[config.mk]
export PLATFORM = sky130hd
export DESIGN_NAME = spi_rxdma_capture
export DESIGN_NICKNAME = d
export VERILOG_FILES = /design/src/rtl/spi_rxdma_capture.sv
export SDC_FILE = /design/constraint.sdc
export NUM_CORES = 1
export LEC_CHECK = 0
export ABC_AREA = 1
export BUFFER_PORTS_ARGS = -buffer_cell sky130_fd_sc_hd__buf_2
export CORE_UTILIZATION = 31
export CTS_BUF_LIST = sky130_fd_sc_hd__clkbuf_4 sky130_fd_sc_hd__clkbuf_8
export DETAILED_ROUTE_END_ITERATION = 16
export SYNTH_ARGS = -nofsm -noshare
export SYNTH_HDL_FRONTEND = slang
export SYNTH_SLANG_ARGS = --single-unit
[constraint.sdc]
create_clock -name clk -period 2.94 [get_ports clk]
set_clock_uncertainty 0.1 [all_clocks]
set_input_delay 0.147 -clock clk [delete_from_list [all_inputs] [get_ports clk]]
set_output_delay 0.147 -clock clk [all_outputs]
set_load 0.01 [all_outputs]
[src/rtl/spi_rxdma_capture.sv]
module spi_rxdma_capture #(
  parameter int CNT_W = 16
) (
  input  logic             clk,
  input  logic             rst_n,
  input  logic             sel_n_pin,
  input  logic             byte_strobe,
  input  logic             load_a,
  input  logic             load_b,
  input  logic [CNT_W-1:0] len_a,
  input  logic [CNT_W-1:0] len_b,
  input  logic             fifo_empty,
  input  logic             ovf_evt,
  input  logic             dma_rst,
  output logic [CNT_W-1:0] saved_cnt,
  output logic [2:0]       sel_status,
  output logic             rx_err
);

  logic s1, s2, s3;
  logic act_b, ld_a, ld_b, done_a, done_b, arm, pend;
  logic [CNT_W-1:0] cnt_a, cnt_b;

  wire             rise     = s2 & ~s3;
  wire [CNT_W-1:0] act_cnt  = act_b ? cnt_b : cnt_a;
  wire [CNT_W-1:0] act_len  = act_b ? len_b : len_a;
  wire             act_ld   = act_b ? ld_b : ld_a;
  wire             act_load = act_b ? load_b : load_a;
  wire [CNT_W-1:0] nxt      = act_cnt + 1'b1;
  wire             take     = byte_strobe & act_ld & ~act_load;
  wire             wrap     = take & (nxt == act_len);
  wire             any_load = load_a | load_b;
  wire             err_set  = pend & fifo_empty;
  wire             err_clr  = (load_a & done_a) | (load_b & done_b);

  always_ff @(posedge clk or negedge rst_n)
    if (!rst_n) {s1, s2, s3} <= 3'b111;
    else        {s1, s2, s3} <= {sel_n_pin, s1, s2};

  always_ff @(posedge clk or negedge rst_n) begin
    if (!rst_n) begin
      act_b <= 1'b0;
      ld_a <= 1'b0; ld_b <= 1'b0; done_a <= 1'b0; done_b <= 1'b0;
      cnt_a <= '0;  cnt_b <= '0;
    end else if (dma_rst) begin
      act_b <= 1'b0;
      ld_a <= 1'b0; ld_b <= 1'b0; done_a <= 1'b0; done_b <= 1'b0;
      cnt_a <= '0;  cnt_b <= '0;
    end else begin
      if (load_a) begin
        cnt_a <= '0; ld_a <= 1'b1; done_a <= 1'b0;
      end else if (take && !act_b) begin
        cnt_a <= nxt;
        if (wrap) begin ld_a <= 1'b0; done_a <= 1'b1; end
      end
      if (load_b) begin
        cnt_b <= '0; ld_b <= 1'b1; done_b <= 1'b0;
      end else if (take && act_b) begin
        cnt_b <= nxt;
        if (wrap) begin ld_b <= 1'b0; done_b <= 1'b1; end
      end
      if (wrap) act_b <= ~act_b;
    end
  end

  always_ff @(posedge clk or negedge rst_n) begin
    if (!rst_n) begin
      saved_cnt <= '0; sel_status <= '0; arm <= 1'b0;
    end else if (dma_rst) begin
      saved_cnt <= '0; sel_status <= '0; arm <= 1'b0;
    end else if (any_load) begin
      sel_status <= '0; arm <= 1'b1;
    end else if (rise && arm) begin
      saved_cnt  <= act_cnt;
      sel_status <= act_b ? 3'b010 : 3'b001;
      arm        <= 1'b0;
    end else if (rise) begin
      sel_status[2] <= 1'b1;
    end
  end

  always_ff @(posedge clk or negedge rst_n) begin
    if (!rst_n) begin
      pend <= 1'b0; rx_err <= 1'b0;
    end else if (dma_rst) begin
      pend <= 1'b0; rx_err <= 1'b0;
    end else begin
      pend <= (pend & ~fifo_empty) | ovf_evt;
      if (err_set)      rx_err <= 1'b1;
      else if (err_clr) rx_err <= 1'b0;
    end
  end

endmodule

==> results of run 1 <==
-- worst min-delay path: cells and delay by family --
family	cells	cell delay (ps)
buffers and inverters	2	210
AOI/OAI and AO/OA	1	70
-- timing repair --
item | 4_1_cts | 5_1_grt
buffers inserted | 0 | 0
endpoints found under the setup margin | 0 | 0
hold endpoints to repair | 32 | 0
hold buffers | 8 | 0
-- final timing paths --
path                       cells past startpoint             to  slack (ps)   start
max                                           16           ld_a         390   act_b
min                                            3           ld_b          20  load_b
max reg2reg                                   16           ld_a         390   act_b
min reg2reg                                    0             s2         270      s1
max in group asynchronous                      3      cnt_b[12]        1810   rst_n
min in group asynchronous                      2  sel_status[2]         310   rst_n
-- cell usage after synthesis, types with 2 or more instances --
| master | instances | area (um2) |
|---|---|---|
| nand2_1 | 159 | 596.8 |
| inv_1 | 69 | 259.0 |
| dfrtp_1 | 59 | 1476 |
| nand3_1 | 45 | 225.2 |
| o22ai_1 | 33 | 206.5 |
| o21ai_0 | 28 | 140.1 |
| nor2_1 | 25 | 93.84 |
| nand2_2 | 13 | 81.33 |
| nand2_4 | 10 | 112.6 |
| nand4_1 | 10 | 62.56 |
| clkbuf_1 | 8 | 30.03 |
| nor2_4 | 7 | 78.83 |
| o21ai_1 | 6 | 30.03 |
| buf_6 | 5 | 56.30 |
| nand3_2 | 5 | 50.05 |
| a21oi_1 | 4 | 20.02 |
| buf_2 | 4 | 20.02 |
| nand3b_1 | 4 | 30.03 |
| nor2_2 | 4 | 25.02 |
| or2_2 | 4 | 25.02 |
| dfstp_2 | 3 | 78.83 |
| inv_2 | 3 | 11.26 |
| nor2_8 | 3 | 60.06 |
| nor3_1 | 2 | 10.01 |
| nor3b_1 | 2 | 15.01 |
| or2_1 | 2 | 12.51 |
| xor2_1 | 2 | 17.52 |
-- cell families after synthesis --
| logic type | share of synthesized area, % |
|---|---|
| flip-flops | 39.25 |
| multiplexers | 0.2526 |
| XOR/XNOR | 0.6632 |
| AO/OA/AOI/OAI | 10.83 |
| buffers and inverters | 10.26 |
| AND/OR/NAND/NOR | 38.43 |
| adder cells (fa/ha/maj) | 0.3157 |
-- per-stage QoR --
stage               setup WS [ps]  area (um2)
floorplan                   663.5        3963
global placement            464.3        4425
detailed placement          401.0        4425
CTS                         384.1        4721
global route                120.4        4721
finish                      390.0        4721
-- per-layer routing --
layer / part of all wire (%) / vias to the layer above / global-route usage, %
met5: 0 / - / 0
met4: 1.3 / 0 / 5.628
met3: 5.0 / 11 / 2.688
met2: 46 / 107 / 29.56
met1: 47 / 1758 / 23.38
li1: - / 1862 / -
-- cells in the final DEF (no fill, tap or decap), types with 4 or more instances in the layout --
| cell | synthesis | routed |
|---|---|---|
| or2_2 | 4 | 4 |
| nand3b_1 | 4 | 4 |
| dfrtp_1 | 59 | 58 |
| nand2_4 | 10 | 10 |
| clkbuf_8 | 0 | 12 |
| nand4_1 | 10 | 10 |
| nor2_1 | 25 | 25 |
| o22ai_1 | 33 | 33 |
| o21ai_1 | 6 | 6 |
| nand2_1 | 159 | 159 |
| buf_4 | 0 | 5 |
| a21oi_1 | 4 | 4 |
| nand3_2 | 5 | 5 |
| nand2_2 | 13 | 13 |
| dlygate4sd3_1 | 0 | 8 |
| nor2_2 | 4 | 4 |
| inv_1 | 69 | 69 |
| nor2_4 | 7 | 7 |
| buf_2 | 4 | 60 |
| nand3_1 | 45 | 45 |
| o21ai_0 | 28 | 28 |
-- sequential cells by signal, summed over array words and instances, names as in the netlist --
| signal | count |
|---|---|
| ld_b | 1 |
| sel_status | 3 |
| s3 | 1 |
| cnt_b | 16 |
| cnt_a | 16 |
| ld_a | 1 |
| s2 | 1 |
| saved_cnt | 16 |
| rx_err | 1 |
| arm | 1 |
| pend | 1 |
| act_b | 1 |
| done_a | 1 |
| s1 | 1 |
| done_b | 1 |
-- final cells by class --
type / count / area, um2 / share of cell area (%)
clock buffers: 13 / 172.7 / 3.658
clock inverters: 3 / 42.54 / 0.9011
inverters: 74 / 280.3 / 5.937
multi-input cells: 378 / 2001 / 42.38
flip-flops and latches: 62 / 1556 / 32.97
well taps: 168 / 210.2 / 4.453
repair buffers: 75 / 457.9 / 9.700
-- power groups by stage --
| stage | Combinational [W] | Sequential, W | Clock, W |
|---|---|---|---|
| 2_1_floorplan | 0.0000580 | 0.000881 | 0 |
| 3_3_place_gp | 0.000129 | 0.000881 | 0 |
| 3_5_place_dp | 0.000130 | 0.000882 | 0 |
| 6_report | 0.000138 | 0.000866 | 0.000818 |
| 4_1_cts | 0.000139 | 0.000866 | 0.000837 |
| 5_1_grt | 0.000155 | 0.000866 | 0.000866 |
==> metrics, run 1 <==
status finished, final reports clean; FFs w/ async S/R, synth 100.0%; Hold Fails Final Rpt 0; CTS tree done; vias 3738; Worst Path Buf+Inv 2; Syn Nets between 500 and 600; Max Cap Violations 0; Worst-Margin Slew 771.6 ps; fmax 392.2 MHz; FP Rows 40; setup TNS 0 ps; Syn Area/Cell 7.448 um2; ant diodes 0; crit-path max FO 37; hold_ws 18.07 ps; Clock transition at path regs approximately 70 ps; Layout fillers 1293; Sw Ratio around a quarter; max_slew headroom between 40% and 50%; Sequential Power Share ~48%; worst vdd ir 203.9 uV; pwr dens just under 400 mW/mm2; Root Driver clkbuf_8; Seq/Total Area, Yosys 39.25%; Longest Clk Path Bufs 2; most frequent CP cell nand2_1; overflow left after global routing 0; largest net degree at the start of global routing 38; Gate Count Post-Synth between 500 and 600; Lkg Pwr 2.320 nW; CTS resizes 0; DRT Wirelength 10900 um; placed insts 749; Top FF cell, synth dfrtp_1; Initial Util 32.45%; CP delay by family, top simple AND/OR/NAND/NOR gates; number of CTS-inserted buffers 9; vias in the first global route 3637; IO Pins 61; Area Growth Syn to Fin 19.13%; cell area after synthesis about 0.0040 mm2; Gate power share ~7.6%; unrepaired setup endpoints after global routing false; Max stage delay on crit path 430 ps; Pre-antenna DRT Iters 5; Setup CP Type reg -> reg; # setup viols final 0; first-pass GRT wire length 17900 um; NumNets Final 642; period utilization 86.73%; TritonCTS Sinks 62; min-delay worst type in -> reg; worst-path cell chain buf_4 -> nand2_1 -> nand2_1 -> inv_1 -> nor2_1 -> nand2_1 -> nor2_4 -> nand2_1 -> nand2_1 -> nand3_1 -> nand2_1 -> nand3_2 -> nor2_4 -> nand3_2 -> nand3_1 -> o21ai_1; Power Total roughly 0.0018 W; layout cells sized above 1 23.14%; Sw Pwr 0.0004369 W; fin cells 773; drt drc 0; initial antenna violation count 0; ANT nets after route 0; latest clock arrival within the worst-skew pair 350 ps; number of violations reported at the end of detailed-routing iteration 0 281; synth warn 0; vias per inst ~4.8; clock share of power between 40% and 50%; Crit-path slowest cell dfrtp_2; CTS H-tree lvls 3; post-layout util 38.66%; fin. max-slew vios 0; Die ar. 0.01324 mm2; Worst setup SP type flip-flop; number of synthesized flops with an enable pin 0; CP Data Arrival Time 2680 ps; core area 0.01221 mm2; Worst Setup End Kind flip-flop; synth unique cells 40; min cycle time layout 2550 ps; GPL Wtd Cong 0.8976; Die X 115.1 um; internal power about 0.0014 W; flops & latches, synth 62; gr usage total 17.66%; DR WL/cell 14.10 um; Crit path required time 3070 ps; hpwl dp 8138 um; Die Height around 120 um; PortBufs 60
(Power assumes the default switching activity.)
==> run 2, diff against run 1 <==
- RECOVER_POWER: unset -> 100
==> run 2 against run 1 <==
  * The run now ends with capacitance limit, slew limit left
  * Utilization is 0.27 points lower
  * Via count fell by 1.6%
  * Clock power about the same
  * Design area fell by 0.69%
  * Critical path type unchanged
  * Largest power group unchanged
==> metrics, run 2 (synthesized netlist as in run 1, its figures left out) <==
ANT nets after route 0; Worst R2R Setup Slack 390 ps; period utilization 86.86%; initial antenna violation count 0; IO Pins slightly above 60; Clock transition at path regs 70 ps; met1 Usage GRT 23.38%; Max stage delay on crit path 430 ps; Root Driver clkbuf_8; min-delay worst type in -> reg; NumNets Final 642; min cycle time layout roughly 2600 ps; grt peak-use layer met2; CTS resizes 0; Hold Fails Final Rpt 0; PortBufs 60; Longest Clk Path Bufs 2; Die X 115.1 um; top flop regs cnt_a: 16 flops, cnt_b: 16 flops, saved_cnt: 16 flops; CTS tree done; core area 0.01221 mm2; design area 0.004688 mm2; layout cells sized above 1 18.84%; fin. max-slew vios 31; CTS H-tree lvls 3; first-pass GRT wire length ~18000 um; Setup CP Type reg -> reg; placed cell areas between 0.004 and 0.005 mm2; overflow left after global routing 0; number of CTS-inserted buffers 9; CP Data Arrival Time 2670 ps; unrepaired setup endpoints after global routing false; setup TNS 0 ps; hpwl dp 8138 um; max_slew headroom -14.79%; Die Height 115.1 um; most frequent CP cell nand2_1; TritonCTS Sinks 62; Worst setup SP type flip-flop; Crit-path slowest cell dfrtp_2; Pre-antenna DRT Iters 4; met3 Resource Use GR 2.688%; worst-path cell chain buf_4 -> nand2_1 -> nand2_2 -> nand2_4 -> nor2_4 -> nand2_1 -> nand2_1 -> nand2_1 -> nand2_1 -> nand2_1 -> inv_1 -> nand3_1 -> nor2_2 -> nand3_2 -> nand3_1 -> o21ai_1; Crit path required time 3060 ps; FP Rows 40; fmax roughly 390 MHz; vias per inst 4.758; number of violations reported at the end of detailed-routing iteration 0 273; drt drc 0; Area Growth Syn to Fin 18.31%; crit-path max FO 37; ant diodes 0; Lkg Pwr 2.220 nW; failing checks capacitance limit, slew limit; vias in the first global route between 3000 and 4000; # setup viols final 0; vias 3678; latest clock arrival within the worst-skew pair 350 ps; gr usage total 17.66%; Worst-Margin Slew 1722 ps; DR WL/cell 14.00 um; status finished with violations; Die ar. ~0.013 mm2; commonest cells after routing, fill and taps aside 159 x nand2_1, 69 x inv_1, 58 x dfrtp_1; largest net degree at the start of global routing 38; Max Cap Violations 1; met2 usage 29.56%; leading cell type in the layout, fill and taps excluded nand2_1; pwr dens roughly 390 mW/mm2; DRT Wirelength 10830 um; GPL Wtd Cong 0.8976; worst vdd ir 203.6 uV; Worst Setup End Kind flip-flop; Initial Util 32.45%
[run 2: cell type report]
| class | instances | area, um2 |
|---|---|---|
| inverter | 74 | 280.3 |
| fill | 1306 | 7523 |
| timing repair buffer | 75 | 427.9 |
| clock buffer | 13 | 172.7 |
| clock inverter | 3 | 42.54 |
| multi-input combinational | 378 | 1998 |
| tap | 168 | 210.2 |
| sequential | 62 | 1556 |
[run 2: power by group]
part,internal [W],leakage [nW],switching [W],total [W]
sequential,0.000861,0.847,0.00000409,0.000865
combinational,0.0000526,1.26,0.0000836,0.000136
clock,0.000469,0.109,0.000348,0.000817
[run 2: path summary, 6_finish.rpt]
path	startpoint	end	depth (start not counted)
max reg2reg	act_b	ld_a	16
max in group asynchronous	rst_n	saved_cnt[9]	2
min in group asynchronous	rst_n	sel_status[2]	2
max	act_b	ld_a	16
min reg2reg	s1	s2	0
min	load_b	ld_b	3
[run 2: repair_timing]
| item | CTS | global route |
|---|---|---|
| buffers inserted | 0 | 0 |
| hold endpoints to repair | 32 | 0 |
| hold buffers | 8 | 0 |
[run 2: layer usage]
layer	part of all wire (%)	vias to the layer above
li1	-	1862
met2	46	96
met4	1.5	0
met1	47	1708
met3	4.9	12
met5	0	-
[run 2: stage by stage]
stage | cells | hold slack [ps] | util (%) | setup WS (ps) | total power [W]
4_1_cts | 773 | 3.210 | 38.66 | 384.1 | 0.001842
2_1_floorplan | 532 | -248.6 | - | 663.5 | 0.0009393
5_1_grt | 773 | 35.31 | 38.39 | 89.99 | 0.001886
3_5_place_dp | 749 | 141.1 | 36.24 | 401.0 | 0.001012
3_3_place_gp | 749 | 132.1 | 36.24 | 464.3 | 0.001010
6_report | 773 | 16.81 | 38.39 | 386.3 | 0.001819
[run 2: critical path: cells and delay by family, from the launching register on]
kind | cells | cell delay (ps)
compound gates | 1 | 70
buf+inv | 2 | 420
simple gates | 13 | 1370
flops | 1 | 430
